[src/rtl/hostbus_pkg.sv]
package hostbus_pkg;
   typedef enum logic [1:0] {
      HB_LOCAL    = 2'b00,
      HB_CARD     = 2'b01,
      HB_M68_PEND = 2'b10,
      HB_M68      = 2'b11
   } hb_mode_e;
endpackage

[src/rtl/hb_sync.sv]
// Multi-stage synchronizer, one flop chain per bit, reset to inactive (0).
module hb_sync #(
   parameter int STAGES = 2,
   parameter int W      = 2
) (
   input  logic         clk,
   input  logic         rst_n,
   input  logic [W-1:0] d,
   output logic [W-1:0] q
);
   if (STAGES < 2) begin : g_bad_stages
      $error("hb_sync: STAGES must be at least 2");
   end

   logic [W-1:0] stg [STAGES];

   for (genvar s = 0; s < STAGES; s++) begin : g_stage
      if (s == 0) begin : g_first
         always_ff @(posedge clk or negedge rst_n) begin
            if (!rst_n) stg[s] <= '0;
            else        stg[s] <= d;
         end
      end else begin : g_next
         always_ff @(posedge clk or negedge rst_n) begin
            if (!rst_n) stg[s] <= '0;
            else        stg[s] <= stg[s-1];
         end
      end
   end

   assign q = stg[STAGES-1];
endmodule

[src/rtl/hb_addr_match.sv]
// Combinational address decode and 16-bit acknowledge.
module hb_addr_match
   import hostbus_pkg::*;
#(
   parameter int ADDR_W = 16,
   parameter int OFS_W  = 4
) (
   input  logic [ADDR_W-1:0]       addr,
   input  logic                    aen,
   input  logic [ADDR_W-OFS_W-1:0] io_base,
   input  hb_mode_e                mode,
   input  logic                    bus16,
   output logic                    hit,
   output logic                    ack16_n
);
   localparam int BASE_W = ADDR_W - OFS_W;

   if (BASE_W < 1) begin : g_bad_width
      $error("hb_addr_match: ADDR_W must exceed OFS_W");
   end

   logic base_eq;
   logic wide;

   assign base_eq = (addr[ADDR_W-1:OFS_W] == io_base) && !aen;

   always_comb begin
      unique case (mode)
         HB_CARD: hit = 1'b1;
         default: hit = base_eq;
      endcase
   end

   // 68000 style is 16 bits only
   assign wide    = bus16 || (mode == HB_M68_PEND) || (mode == HB_M68);
   assign ack16_n = !(hit && wide);
endmodule

[src/rtl/hb_mode_fsm.sv]
// Tracks the active host bus style; the 68000 style is sticky until reset.
module hb_mode_fsm
   import hostbus_pkg::*;
#(
   parameter int BOTH_CYCLES = 2,
   parameter bit ENABLE_M68  = 1'b1
) (
   input  logic     clk,
   input  logic     rst_n,
   input  logic     rd_s,
   input  logic     wr_s,
   input  logic     card_sel,
   input  logic     wr_go,
   output hb_mode_e mode
);
   if (BOTH_CYCLES < 1) begin : g_bad_cycles
      $error("hb_mode_fsm: BOTH_CYCLES must be at least 1");
   end

   localparam int CNT_W = (BOTH_CYCLES < 2) ? 1 : $clog2(BOTH_CYCLES);

   logic     detect;
   hb_mode_e mode_nx;

   if (ENABLE_M68) begin : g_m68
      logic [CNT_W-1:0] both_cnt;
      logic             both;

      assign both = rd_s && wr_s && (mode == HB_LOCAL) && !card_sel;

      always_ff @(posedge clk or negedge rst_n) begin
         if (!rst_n) begin
            both_cnt <= '0;
         end else if (both) begin
            if (both_cnt != CNT_W'(BOTH_CYCLES-1)) both_cnt <= both_cnt + 1'b1;
         end else begin
            both_cnt <= '0;
         end
      end

      assign detect = both && (both_cnt == CNT_W'(BOTH_CYCLES-1));
   end else begin : g_no_m68
      assign detect = 1'b0;
   end

   always_comb begin
      mode_nx = mode;
      unique case (mode)
         HB_LOCAL: begin
            if (detect)        mode_nx = HB_M68_PEND;
            else if (card_sel) mode_nx = HB_CARD;
         end
         HB_CARD: begin
            if (!card_sel) mode_nx = HB_LOCAL;
         end
         HB_M68_PEND: begin
            if (wr_go) mode_nx = HB_M68;
         end
         HB_M68: mode_nx = HB_M68;
      endcase
   end

   always_ff @(posedge clk or negedge rst_n) begin
      if (!rst_n) mode <= HB_LOCAL;
      else        mode <= mode_nx;
   end
endmodule

[src/rtl/hb_cycle_gen.sv]
// Turns synchronized strobes plus a decode hit into cycle start pulses.
module hb_cycle_gen
   import hostbus_pkg::*;
#(
   parameter int OFS_W = 4
) (
   input  logic             clk,
   input  logic             rst_n,
   input  logic             rd_s,
   input  logic             wr_s,
   input  logic             hit,
   input  hb_mode_e         mode,
   input  logic [OFS_W-1:0] ofs_in,
   output logic             wr_go,
   output logic             cyc_rd,
   output logic             cyc_wr,
   output logic             rd_ones,
   output logic             reg_sel,
   output logic [OFS_W-1:0] reg_ofs
);
   logic rd_d, wr_d;
   logic rd_go;
   logic pend;
   logic sel_nx;

   assign pend   = (mode == HB_M68_PEND);
   assign rd_go  = rd_s && !rd_d && !wr_s && hit;
   assign wr_go  = wr_s && !wr_d && !rd_s && hit;
   assign sel_nx = hit && (rd_s ^ wr_s) && !(rd_s && pend);

   always_ff @(posedge clk or negedge rst_n) begin
      if (!rst_n) begin
         rd_d    <= 1'b0;
         wr_d    <= 1'b0;
         cyc_rd  <= 1'b0;
         cyc_wr  <= 1'b0;
         rd_ones <= 1'b0;
         reg_sel <= 1'b0;
         reg_ofs <= '0;
      end else begin
         rd_d    <= rd_s;
         wr_d    <= wr_s;
         cyc_rd  <= rd_go && !pend;
         rd_ones <= rd_go && pend;
         cyc_wr  <= wr_go;
         reg_sel <= sel_nx;
         if (rd_go || wr_go) reg_ofs <= ofs_in;
      end
   end
endmodule

[src/rtl/hostbus_decode.sv]
module hostbus_decode
   import hostbus_pkg::*;
#(
   parameter int ADDR_W      = 16,
   parameter int OFS_W       = 4,
   parameter int SYNC_STAGES = 2,
   parameter int BOTH_CYCLES = 2,
   parameter bit ENABLE_M68  = 1'b1
) (
   input  logic                    clk,
   input  logic                    rst_n,
   input  logic [ADDR_W-1:0]       addr,
   input  logic                    aen,
   input  logic                    ior_n,
   input  logic                    iow_n,
   input  logic                    mwe_n,
   input  logic                    card_sel,
   input  logic                    cfg_flash_en,
   input  logic                    bus16,
   input  logic [ADDR_W-OFS_W-1:0] io_base,
   output logic                    reg_sel,
   output logic [OFS_W-1:0]        reg_ofs,
   output logic                    cyc_rd,
   output logic                    cyc_wr,
   output logic                    rd_ones,
   output logic                    ack16_n,
   output logic                    flash_we_n,
   output logic [1:0]              mode
);
   logic [1:0] strb_s;
   logic       hit;
   logic       wr_go;
   hb_mode_e   mode_q;

   hb_sync #(.STAGES(SYNC_STAGES), .W(2)) u_sync (
      .clk   (clk),
      .rst_n (rst_n),
      .d     ({!ior_n, !iow_n}),
      .q     (strb_s)
   );

   hb_addr_match #(.ADDR_W(ADDR_W), .OFS_W(OFS_W)) u_match (
      .addr    (addr),
      .aen     (aen),
      .io_base (io_base),
      .mode    (mode_q),
      .bus16   (bus16),
      .hit     (hit),
      .ack16_n (ack16_n)
   );

   hb_mode_fsm #(.BOTH_CYCLES(BOTH_CYCLES), .ENABLE_M68(ENABLE_M68)) u_mode (
      .clk      (clk),
      .rst_n    (rst_n),
      .rd_s     (strb_s[1]),
      .wr_s     (strb_s[0]),
      .card_sel (card_sel),
      .wr_go    (wr_go),
      .mode     (mode_q)
   );

   hb_cycle_gen #(.OFS_W(OFS_W)) u_cyc (
      .clk     (clk),
      .rst_n   (rst_n),
      .rd_s    (strb_s[1]),
      .wr_s    (strb_s[0]),
      .hit     (hit),
      .mode    (mode_q),
      .ofs_in  (addr[OFS_W-1:0]),
      .wr_go   (wr_go),
      .cyc_rd  (cyc_rd),
      .cyc_wr  (cyc_wr),
      .rd_ones (rd_ones),
      .reg_sel (reg_sel),
      .reg_ofs (reg_ofs)
   );

   assign flash_we_n = !((mode_q == HB_CARD) && !mwe_n && cfg_flash_en);
   assign mode       = mode_q;
endmodule

[config.mk]
export PLATFORM = sky130hd
export DESIGN_NAME = hostbus_decode
export DESIGN_NICKNAME = d
export VERILOG_FILES = /design/src/rtl/hostbus_pkg.sv /design/src/rtl/hb_sync.sv /design/src/rtl/hb_addr_match.sv /design/src/rtl/hb_mode_fsm.sv /design/src/rtl/hb_cycle_gen.sv /design/src/rtl/hostbus_decode.sv
export SDC_FILE = /design/constraint.sdc
export NUM_CORES = 1
export LEC_CHECK = 0
export BUFFER_PORTS_ARGS = -buffer_cell sky130_fd_sc_hd__clkbuf_2
export CAP_MARGIN = 20
export CORE_AREA = 2 2 49 51
export CTS_CLUSTER_DIAMETER = 120
export DETAILED_ROUTE_END_ITERATION = 8
export DIE_AREA = 0 0 51 53
export HOLD_SLACK_MARGIN = 0.05
export PLACE_DENSITY = 0.72
export SYNTH_ARGS = -nofsm -noshare
export SYNTH_HDL_FRONTEND = slang
export SYNTH_SLANG_ARGS = --single-unit
[constraint.sdc]
create_clock -name clk -period 1.73 [get_ports clk]
set_input_delay 0.346 -clock clk [delete_from_list [all_inputs] [get_ports clk]]
set_output_delay 0.346 -clock clk [all_outputs]
set_load 0.005 [all_outputs]
==> out/qor.txt <==
status - completed
clk_skew - 0.009060 ns
area grow syn2layout - 49.12%
clock power share - 22.7%
Place WS - -0.1734 ns
Hold Vio Cnt, Final - 0
EDFF count, synth - 0
Slew Limit Fails - 0
Buf/Inv on CP - 0
Worst Path Arrival - 1.85 ns
post-placement cell count - 143
Synth Net Count - 101
# setup viols final - 0
Die ar. - 0.002703 mm^2
FMAX - 0.6007 GHz
num rows - 17
Syn Area/Cell - 12.41 um^2
WHS Path Cells - 2
Pwr Density - 803.3 mW/mm^2
critical path class - flip-flop to flip-flop
Layout fillers - 189
Core ar. - 0.002148 mm^2
DRC errors left - 0
1st-iter DRT viols - 4
R2R cell count - 4
first-pass GRT wire length - 2760 um
Nets - 161
Post-Synthesis Cells - 63
Peak VDD IR - 357.4 uV
async set-reset flop share out of synthesis - 100.0%
drt pass-1 iters - 2
die height - 53 um
critical path launch point type - flip-flop
met1 WL - 632 um
largest net degree at the start of global routing - 18
clk root buf - clkbuf_4
RSZ-0062 raised after global routing - yes
CP required - 1.92 ns
most used flip-flop cell after synthesis - dfrtp_1
I/O pin count - 49
commonest non-fill, non-tap cell in the layout - clkbuf_2
Reg2Reg Setup Slack - 0.07 ns
most frequent cells in the layout - clkbuf_2 (48), dfrtp_1 (17), xor2_1 (12), buf_4 (7)
Remaining Overflow, GRT - 0
die width - 51 um
I/O Buffers - 48
layout cells sized above 1 - 54.10%
Initial Util - 36.40%
Clock Sinks - 17
clk_lat worst skew - 0.29 ns
Tmin final - 1.665 ns
critical path's top delay family - simple AND/OR/NAND/NOR gates
critical-path cell list - or3b_2, nor2b_1, a21oi_4, mux2_1
H-tree depth - 1
HPWL Detailed - 1331 um
crit-path max FO - 4
worst r2r src - u_sync.q[0]
Global Route Usage Sum - 14.22%
clock slew at reported path FFs - 0.10 ns
crit path capture - u_cyc.reg_ofs[2]
sequential share of the synthesized area - 54.40%
wire length on met2 - 939 um
CP max stage cell - or3b_2
remaining antenna violation count - 0
Pleak - 0.6216 nW
Ant. Diodes - 0
post-synth cell types - 23
Clock Tree Buf Depth - 2
final period utilization - 96.23%
Seq pwr share - 50.8%
Routed WL per cell - 10.93 um
initial antenna violation count - 0
Int Pwr - 0.6768 mW
cts bufs inserted - 3
Comb power frac - 26.5%
Worst path depth - 4
P_sw - 0.2600 mW
Max Cap Viol - 0
Non-Filler Instances - 150
Critical R2R Capture - u_cyc.reg_ofs[2]
Min-Delay Path Class - primary input to flip-flop
WL met3 - 56 um
Worst Setup End Kind - flip-flop
Routed WL - 1640 um
gpl congestion - 0.8355
CTS tree - done
YS warnings - 0
mapped cell area - 782.0 um^2
Highest Signal Layer - met4
number of synthesized register bits - 17
Slew @ Worst Pin - 0.4068 ns
Slew HR - 72.50%
Worst Setup SP - u_sync.q[0]
Via-to-Cell Ratio - 4.487
CP max stage delay - 0.48 ns
routed via count - 673
fraction of power spent switching nets - 27.76%
Final WS setup - 0.06530 ns
vias in the first global route - 640
-- cell families (layout without fill, tap and decap cells) --
kind of cell             Yosys count  count (layout)  synth area share (%)
flip-flops                        17              17                 54.40
AND/OR/NAND/NOR                   17              17                 14.24
XOR/XNOR                          12              12                 13.44
AO/OA/AOI/OAI                      6               6                 6.880
buffers and inverters              5              64                 2.399
multiplexers                       4               4                 5.760
adder cells (fa/ha/maj)            2               2                 2.880
-- Yosys cell counts (all sizes together), types with 2 or more instances --
master	instances	area share, %
dfrtp	17	54
nor4	2	1.6
nand2	2	0.96
nor4b	2	2.2
nor3	2	1.3
inv	4	1.9
xor2	12	13
nor2	2	0.96
a21o	2	1.9
mux2	4	5.8
or3b	2	2.2
-- layer usage --
metal  up-vias  track usage [%]
met3         2            3.390
met4         0            8.108
met5         -                0
met2        13            25.32
met1       325            15.41
li1        333                -
-- repair_timing --
item,CTS,global route
setup endpoints to repair,2,1
pin swaps,1,4
buffers inserted,2,0
gates resized for setup,5,1
hold buffers,1,0
hold endpoints to repair,17,0
-- how the worst min path moves through the flow --
stage | start | to
floorplan | rst_n | u_cyc.cyc_rd
global placement | rst_n | u_cyc.reg_ofs[0]
detailed placement | rst_n | u_cyc.reg_ofs[1]
CTS | ior_n | u_sync.stg[3]
global route | iow_n | u_sync.stg[2]
finish | ior_n | u_sync.stg[3]
-- registers in the layout (all words and copies together), names as in the netlist --
signal and cells:
u_cyc.reg_ofs 4, u_mode.mode 2, u_sync.q 2, u_sync.stg 2
u_cyc.cyc_rd 1, u_cyc.cyc_wr 1, u_cyc.rd_d 1, u_cyc.rd_ones 1
u_cyc.reg_sel 1, u_cyc.wr_d 1, u_mode.g_m68.both_cnt 1
-- layout make-up --
cell class / count / area (um^2) / share of cell area, %
Timing Repair Buffer: 56 / 302.8 / 25.97
Sequential cell: 17 / 425.4 / 36.48
Tap cell: 28 / 35.03 / 3.004
Inverter: 4 / 15.01 / 1.288
Clock buffer: 3 / 22.52 / 1.931
Clock inverter: 1 / 5.005 / 0.4292
Multi-Input combinational cell: 41 / 360.3 / 30.90
-- through the flow --
step	utilization [%]	power [mW]	TNS (ns)	area (um^2)	hold WS [ns]
6_report	54.28	0.9368	0	1166	0.1744
5_1_grt	54.28	1.000	-0.002506	1166	0.1553
4_1_cts	54.28	0.9504	0	1166	0.1636
3_5_place_dp	50.79	0.7138	-1.223	1091	0.2940
3_3_place_gp	50.79	0.7036	-1.259	1091	0.2843
2_1_floorplan	-	0.5833	0	782.0	0.05041
-- power by group through the flow --
stage | Clock (mW) | Sequential, mW | Combinational [mW]
6_report | 0.212 | 0.476 | 0.248
3_3_place_gp | 0 | 0.481 | 0.223
5_1_grt | 0.241 | 0.484 | 0.275
4_1_cts | 0.221 | 0.477 | 0.252
3_5_place_dp | 0 | 0.483 | 0.231
2_1_floorplan | 0 | 0.488 | 0.0952
Note: power is estimated with default switching activity, not from simulation.
